<file path="src/rtl/core_launch_pkg.sv">
package core_launch_pkg;
  parameter int NUM_CORES  = 8;
  parameter int CORE_WORDS = 512;
  parameter int COPY_WORDS = 496;
  parameter int ADDR_W     = 14;
  parameter int DATA_W     = 32;

  localparam int ID_W     = $clog2(NUM_CORES);
  localparam int CORE_AW  = $clog2(CORE_WORDS);
  localparam int CNT_W    = CORE_AW + 1;
  localparam int CODE_LSB = ID_W + 1;
  localparam int PAR_LSB  = CODE_LSB + ADDR_W;
  localparam int CMD_W    = PAR_LSB + ADDR_W;

  typedef struct packed {
    logic              go;
    logic [ID_W-1:0]   core;
    logic [ADDR_W-1:0] code;
    logic [ADDR_W-1:0] par;
  } launchStrobe_t;

  typedef enum logic [1:0] {CORE_IDLE, CORE_LOAD, CORE_RUN} coreState_t;
endpackage

</file>
<file path="src/rtl/launch_ctrl.sv">
module launch_ctrl
  import core_launch_pkg::*;
#(
  parameter logic [ADDR_W-1:0] BOOT_CODE = '0
) (
  input  logic                 clk,
  input  logic                 rst,
  input  logic                 cmdValid,
  input  logic [CMD_W-1:0]     cmdWord,
  input  logic [NUM_CORES-1:0] coreStop,
  input  logic [NUM_CORES-1:0] loadDone,
  output launchStrobe_t        strobe,
  output logic [NUM_CORES-1:0] coreBusy,
  output logic [NUM_CORES-1:0] coreRun,
  output logic                 rspValid,
  output logic [ID_W-1:0]      rspCore,
  output logic                 rspNoFree
);
  coreState_t state [NUM_CORES];

  logic            anyReq;
  logic            freeFound;
  logic [ID_W-1:0] freeIdx;
  logic [ID_W-1:0] pickCore;
  logic            pickOk;

  always_comb begin
    freeFound = 1'b0;
    freeIdx   = '0;
    for (int i = NUM_CORES - 1; i >= 0; i--) begin
      if (state[i] == CORE_IDLE) begin
        freeFound = 1'b1;
        freeIdx   = ID_W'(i);
      end
    end
    anyReq   = cmdWord[ID_W];
    pickCore = anyReq ? freeIdx : cmdWord[ID_W-1:0];
    pickOk   = !anyReq || freeFound;
  end

  always_ff @(posedge clk) begin
    if (rst) begin
      strobe.go   <= 1'b1;
      strobe.core <= '0;
      strobe.code <= BOOT_CODE;
      strobe.par  <= '0;
      rspValid    <= 1'b0;
      rspCore     <= '0;
      rspNoFree   <= 1'b0;
      for (int i = 0; i < NUM_CORES; i++)
        state[i] <= (i == 0) ? CORE_LOAD : CORE_IDLE;
    end else begin
      strobe.go   <= cmdValid && pickOk;
      strobe.core <= pickCore;
      strobe.code <= cmdWord[CODE_LSB +: ADDR_W];
      strobe.par  <= cmdWord[PAR_LSB +: ADDR_W];
      rspValid    <= cmdValid;
      rspCore     <= pickOk ? pickCore : '0;
      rspNoFree   <= !pickOk;
      for (int i = 0; i < NUM_CORES; i++) begin
        if (cmdValid && pickOk && pickCore == ID_W'(i))
          state[i] <= CORE_LOAD;
        else if (coreStop[i])
          state[i] <= CORE_IDLE;
        else if (state[i] == CORE_LOAD && loadDone[i])
          state[i] <= CORE_RUN;
      end
    end
  end

  always_comb begin
    for (int i = 0; i < NUM_CORES; i++) begin
      coreBusy[i] = (state[i] == CORE_LOAD);
      coreRun[i]  = (state[i] == CORE_RUN);
    end
  end


  reply_latency_chk: assert property (@(posedge clk) disable iff (rst)
    rspValid |-> $past(cmdValid));


  no_free_chk: assert property (@(posedge clk) disable iff (rst)
    (rspValid && rspNoFree) |-> ($past(coreBusy | coreRun) == '1));


  launch_busy_chk: assert property (@(posedge clk) disable iff (rst)
    (rspValid && !rspNoFree) |-> coreBusy[rspCore]);

  for (genvar g = 0; g < NUM_CORES; g++) begin : g_runChk

    run_after_done_chk: assert property (@(posedge clk) disable iff (rst)
      $rose(coreRun[g]) |-> $past(loadDone[g]));
  end
endmodule

</file>
<file path="src/rtl/launch_dp.sv">
module launch_dp
  import core_launch_pkg::*;
(
  input  logic                 clk,
  input  logic                 rst,
  input  launchStrobe_t        strobe,
  input  logic [NUM_CORES-1:0] loading,
  input  logic [DATA_W-1:0]    memRdData,
  output logic                 memRd,
  output logic [ADDR_W-1:0]    memAddr,
  output logic                 coreWe,
  output logic [ID_W-1:0]      coreSel,
  output logic [CORE_AW-1:0]   coreWAddr,
  output logic [DATA_W-1:0]    coreWData,
  output logic [NUM_CORES-1:0] loadDone
);
  localparam logic [CNT_W-1:0]   COPY_CNT  = CNT_W'(COPY_WORDS);
  localparam logic [CORE_AW-1:0] PAR_WORD  = CORE_AW'(COPY_WORDS);
  localparam logic [CORE_AW-1:0] LAST_WORD = CORE_AW'(CORE_WORDS - 1);

  logic [ID_W-1:0]   slot;
  logic [CNT_W-1:0]  cnt   [NUM_CORES];
  logic [ADDR_W-1:0] codeR [NUM_CORES];
  logic [ADDR_W-1:0] parR  [NUM_CORES];

  logic               wrValid;
  logic [ID_W-1:0]    wrCore;
  logic [CORE_AW-1:0] wrAddr;
  logic [ADDR_W-1:0]  wrPar;

  logic slotGo;
  logic issue;
  logic wrKill;

  always_comb begin
    slotGo  = strobe.go && (strobe.core == slot);
    issue   = loading[slot] && !cnt[slot][CORE_AW] && !slotGo;
    memRd   = issue && (cnt[slot] < COPY_CNT);
    memAddr = codeR[slot] + ADDR_W'(cnt[slot]);
  end

  always_ff @(posedge clk) begin
    if (rst) begin
      slot    <= '0;
      wrValid <= 1'b0;
      wrCore  <= '0;
      wrAddr  <= '0;
      wrPar   <= '0;
      for (int i = 0; i < NUM_CORES; i++) begin
        cnt[i]   <= '0;
        codeR[i] <= '0;
        parR[i]  <= '0;
      end
    end else begin
      slot    <= (slot == ID_W'(NUM_CORES - 1)) ? '0 : slot + 1'b1;
      wrValid <= issue;
      wrCore  <= slot;
      wrAddr  <= cnt[slot][CORE_AW-1:0];
      wrPar   <= parR[slot];
      for (int i = 0; i < NUM_CORES; i++) begin
        if (strobe.go && strobe.core == ID_W'(i)) begin
          cnt[i]   <= '0;
          codeR[i] <= strobe.code;
          parR[i]  <= strobe.par;
        end else if (issue && slot == ID_W'(i)) begin
          cnt[i] <= cnt[i] + 1'b1;
        end
      end
    end
  end

  always_comb begin
    wrKill    = strobe.go && (strobe.core == wrCore);
    coreWe    = wrValid && !wrKill;
    coreSel   = wrCore;
    coreWAddr = wrAddr;
    if (wrAddr < PAR_WORD)
      coreWData = memRdData;
    else if (wrAddr == PAR_WORD)
      coreWData = {{(DATA_W-ADDR_W){1'b0}}, wrPar};
    else
      coreWData = '0;
    for (int i = 0; i < NUM_CORES; i++)
      loadDone[i] = coreWe && (wrCore == ID_W'(i)) && (wrAddr == LAST_WORD);
  end


  write_follows_read_chk: assert property (@(posedge clk) disable iff (rst)
    (coreWe && coreWAddr < PAR_WORD) |-> $past(memRd));


  top_zero_chk: assert property (@(posedge clk) disable iff (rst)
    (coreWe && coreWAddr > PAR_WORD) |-> (coreWData == '0));
endmodule

</file>
<file path="src/rtl/core_launch_loader.sv">
module core_launch_loader
  import core_launch_pkg::*;
#(
  parameter logic [ADDR_W-1:0] BOOT_CODE = 14'h3C01
) (
  input  logic                 clk,
  input  logic                 rst,
  input  logic                 cmdValid,
  input  logic [CMD_W-1:0]     cmdWord,
  output logic                 rspValid,
  output logic [ID_W-1:0]      rspCore,
  output logic                 rspNoFree,
  input  logic [NUM_CORES-1:0] coreStop,
  output logic [NUM_CORES-1:0] coreBusy,
  output logic [NUM_CORES-1:0] coreRun,
  output logic                 memRd,
  output logic [ADDR_W-1:0]    memAddr,
  input  logic [DATA_W-1:0]    memRdData,
  output logic                 coreWe,
  output logic [ID_W-1:0]      coreSel,
  output logic [CORE_AW-1:0]   coreWAddr,
  output logic [DATA_W-1:0]    coreWData
);
  launchStrobe_t        strobe;
  logic [NUM_CORES-1:0] loadDone;

  launch_ctrl #(.BOOT_CODE(BOOT_CODE)) u_ctrl (
    .clk      (clk),
    .rst      (rst),
    .cmdValid (cmdValid),
    .cmdWord  (cmdWord),
    .coreStop (coreStop),
    .loadDone (loadDone),
    .strobe   (strobe),
    .coreBusy (coreBusy),
    .coreRun  (coreRun),
    .rspValid (rspValid),
    .rspCore  (rspCore),
    .rspNoFree(rspNoFree)
  );

  launch_dp u_dp (
    .clk      (clk),
    .rst      (rst),
    .strobe   (strobe),
    .loading  (coreBusy),
    .memRdData(memRdData),
    .memRd    (memRd),
    .memAddr  (memAddr),
    .coreWe   (coreWe),
    .coreSel  (coreSel),
    .coreWAddr(coreWAddr),
    .coreWData(coreWData),
    .loadDone (loadDone)
  );
endmodule

</file>
<file path="config.mk">
export PLATFORM = sky130hd
export DESIGN_NAME = core_launch_loader
export DESIGN_NICKNAME = d
export VERILOG_FILES = /design/src/rtl/core_launch_pkg.sv /design/src/rtl/launch_ctrl.sv /design/src/rtl/launch_dp.sv /design/src/rtl/core_launch_loader.sv
export SDC_FILE = /design/constraint.sdc
export NUM_CORES = 1
export LEC_CHECK = 0
export ABC_AREA = 0
export BUFFER_PORTS_ARGS = -buffer_cell sky130_fd_sc_hd__buf_2
export CORE_AREA = 3 3 178 180
export CTS_CLUSTER_DIAMETER = 100
export DETAILED_ROUTE_END_ITERATION = 7
export DIE_AREA = 0 0 181 183
export PLACE_DENSITY = 0.8
export REMOVE_ABC_BUFFERS = 1
export SETUP_SLACK_MARGIN = 0.05
export SLEW_MARGIN = 15
export SYNTH_ARGS = -nofsm -noshare
export SYNTH_HDL_FRONTEND = slang
export SYNTH_HIERARCHICAL = 1
export SYNTH_SLANG_ARGS = --single-unit
</file>
<file path="constraint.sdc">
create_clock -name clk -period 5.5 [get_ports clk]
set_input_delay 1.1 -clock clk [delete_from_list [all_inputs] [get_ports clk]]
set_output_delay 1.1 -clock clk [all_outputs]
set_load 0.005 [all_outputs]
</file>
==> results.md <==
- Syn avg cell area: 12.56 um2
- Clock latency on the worst-skew pair: 540 ps
- Number of synthesized flops with an enable pin: 320
- Synth unique cells: 69
- Vias in the first global route: 12,176
- CP Cell Sequence: buf_4 > mux4_2 > nand2_1 > nand2_1 > ha_1 > a21oi_1 > o21ai_0 > o2111a_1 > a211oi_1 > xnor2_1 > buf_2
- Clock buffer count from CTS: 40
- Initial antenna violation count: 0
- Hold Slack: 640.6 ps
- Setup WS pre-CTS: 835.4 ps
- I/O pin cnt: 156
- Fin crit period: 5138 ps
- Routed WL: 44,200 um
- Cell repeated most along the worst path: nand2_1
- Endpoints failing setup: 0
- Post-route ant nets: 0
- Clock tree buffer depth: 3
- Critical Path AT: 4040 ps
- DRC Markers: 0
- TritonCTS sink count: 387
- CTS tree: done
- Leakage: 8.052 nW
- CTS clk-pin slew, worst paths: 60 ps
- Post-Syn Area: 18,110 um2
- Synth Register Bits: 387
- Top cell type's share of synthesized area: 0.5306
- Fin. max-slew vios: 0
- Max-Cap Viols: 0
- Largest net degree at the start of global routing: 86
- FFs w/ async S/R, synth: 0
- Final core utilization: 0.6809
- Synth top cells by count: edfxtp_1 (320), nor2_1 (289), nand2_1 (108)
- Critical Setup Path Class: reg -> out
- Top-count cell post-synth: edfxtp_1
- WP buf/inv: 2
- Setup crit start kind: register
- Routability Congestion: 0.9881
- Htree depth: 2
- Worst-Margin Slew: 1139 ps
- Via count: 12,234
- Port Buffers: 155
- Setup ws final: 362.1 ps
- Post_cts resized: 0
- Area leader, netlist: edfxtp_1
- Share of layout cells above drive strength 1: 0.2175
- Final worst path period share: 0.9342
- R2r setup slk: 2650 ps
- Die Area: 33,120 um2
- Highest clock rate: 194.6 MHz
- CP required: 4400 ps
- Die W: 181 um
- Maximum vdd ir drop: 0.0002672 V
- CP endpoint kind: output port
- Drt pass-1 iters: 6
- Main synth FF type: edfxtp_1
- Ant. Diodes: 0
- Die Height: 183 um
- Post-Synthesis Cells: 1,442
- Post-synthesis sequential area ratio: 0.6046
- Hold Fails Final Rpt: 0
- Core Footprint: 30,350 um2
- Pwr dens: 343.1 nW/um2
- CTS root buffer: clkbuf_16
- Delay-heaviest family, CP: compound AO/OA/AOI/OAI gates
- Post-CTS Hold Fix Bufs: 0
- Row Count: 64
- P&R area growth vs syn: 14.09%
- Gr ovfl total: 0
- HP Class: reg -> reg
- Vias per cell: 6.018
- Critical Path Fanout Max: 16
- DR WL/cell: 21.74 um
- Slowest stage cell, crit path: mux4_2
- Nets: 1,705
- Yosys warning count: 6
- Clk_skew: 19.09 ps
- Status: finished clean
- Starting Density: 0.5968
- First-pass GRT wire length: 68,780 um
- GRT Util Overall: 0.2650
- Hpwl dp: 28,460 um
- Slew margin rel.: 0.2405
- Unrepaired setup endpoints after global routing: false
- Sum Neg Setup Slack: 0 ps
- CP peak stage delay: 550 ps
- Synth area leaders: edfxtp_1 (53%), mux4_2 (9.2%), dfxtp_1 (7.4%), nor2_1 (6.0%), xor2_1 (2.6%)
- Starting DRT DRC Count: 1,369
path summary, 6_finish.rpt:
path / startpoint / to / depth (start not counted)
max: u_dp/slot[0] / memAddr[9] / 11
min: u_dp/cnt[7][9] / u_dp/cnt[7][9] / 2
max reg2reg: u_dp/slot[0] / u_dp/cnt[0][8] / 6
min reg2reg: u_dp/cnt[7][9] / u_dp/cnt[7][9] / 2
registers in the layout, indices dropped and copies added, names as in the netlist:
register,count
u_dp/wrValid,1
u_dp/wrPar,14
u_ctrl/rspCore,3
u_ctrl/strobe,32
u_dp/coreSel,3
u_dp/parR,112
u_dp/slot,3
u_dp/coreWAddr,9
u_dp/cnt,80
u_ctrl/rspValid,1
u_ctrl/state,16
u_dp/codeR,112
u_ctrl/rspNoFree,1
cell usage in the layout (no fill, tap or decap), types with 4 or more instances in the layout:
master | Yosys | final
edfxtp_1 | 320 | 320
nor2_1 | 289 | 289
buf_2 | 16 | 154
nand2_1 | 108 | 108
mux4_2 | 74 | 74
dfxtp_1 | 67 | 65
xor2_1 | 53 | 53
inv_1 | 52 | 52
nand3_1 | 52 | 52
nand2b_1 | 44 | 44
nor2b_1 | 42 | 42
clkbuf_16 | 0 | 40
a21oi_1 | 33 | 33
buf_4 | 0 | 30
xnor2_1 | 27 | 27
and2_1 | 25 | 25
ha_1 | 24 | 24
nor3_1 | 18 | 18
and3_1 | 18 | 18
a22o_1 | 14 | 14
clkinv_2 | 0 | 10
o21ai_0 | 9 | 9
o211ai_1 | 9 | 9
a21o_1 | 9 | 9
or2_2 | 7 | 7
clkinv_1 | 0 | 6
nand4_1 | 6 | 6
nand3_2 | 6 | 6
mux2i_1 | 5 | 5
clkbuf_8 | 0 | 4
clkbuf_1 | 39 | 4
o211a_1 | 4 | 4
mux4_1 | 4 | 4
timing repair:
| item | in CTS | in global routing |
|---|---|---|
| buffers inserted | 0 | 2 |
| hold endpoints to repair | 0 | 0 |
| endpoints found under the setup margin | 0 | 1 |
logic make-up (layout without fill, tap and decap cells):
group / Yosys count / after routing / synth area share
AO/OA/AOI/OAI: 117 / 117 / 0.04808
XOR/XNOR: 80 / 80 / 0.03869
adder cells (fa/ha/maj): 25 / 25 / 0.01769
buffers and inverters: 118 / 313 / 0.02660
flip-flops: 387 / 387 / 0.6046
multiplexers: 85 / 85 / 0.1020
AND/OR/NAND/NOR: 630 / 630 / 0.1623
routing by layer:
metal / up-vias / GRT usage / share of wire
li1: 5529 / - / -
met1: 5967 / 0.3624 / 0.38
met2: 649 / 0.4461 / 0.49
met3: 89 / 0.04800 / 0.099
met4: 0 / 0.07221 / 0.025
met5: - / 0 / 0
power by group:
| group | leakage, nW | switching [mW] | internal (mW) |
|---|---|---|---|
| registers | 3.89 | 0.124 | 3.37 |
| logic | 3.52 | 0.556 | 0.403 |
| clock network | 0.641 | 1.13 | 1.50 |
| total | 8.05 | 1.81 | 5.28 |
stage by stage:
stage               area (um2)  cells  power, mW
finish                   20660   2033      7.090
global route             20660   2033      7.346
CTS                      20620   2031      7.100
detailed placement       19330   1957      4.490
global placement         19330   1957      4.455
floorplan                17830   1377      4.117
area by class of cell:
class                           instances  area [um2]
Clock buffer                           48        1071
Clock inverter                         26       217.7
Fill cell                            2082        9686
Inverter                               53       198.9
Multi-Input combinational cell        937        6679
Sequential cell                       387       10960
Tap cell                              396       495.5
Timing Repair Buffer                  186        1044
worst min-delay path, delay by kind of cell (launching register included):
family           cells  cell delay [ps]
XOR/XNOR             1               80
flip-flops           1              370
AND/OR/NAND/NOR      1               80
No activity file was read; power rests on OpenSTA's default activity.
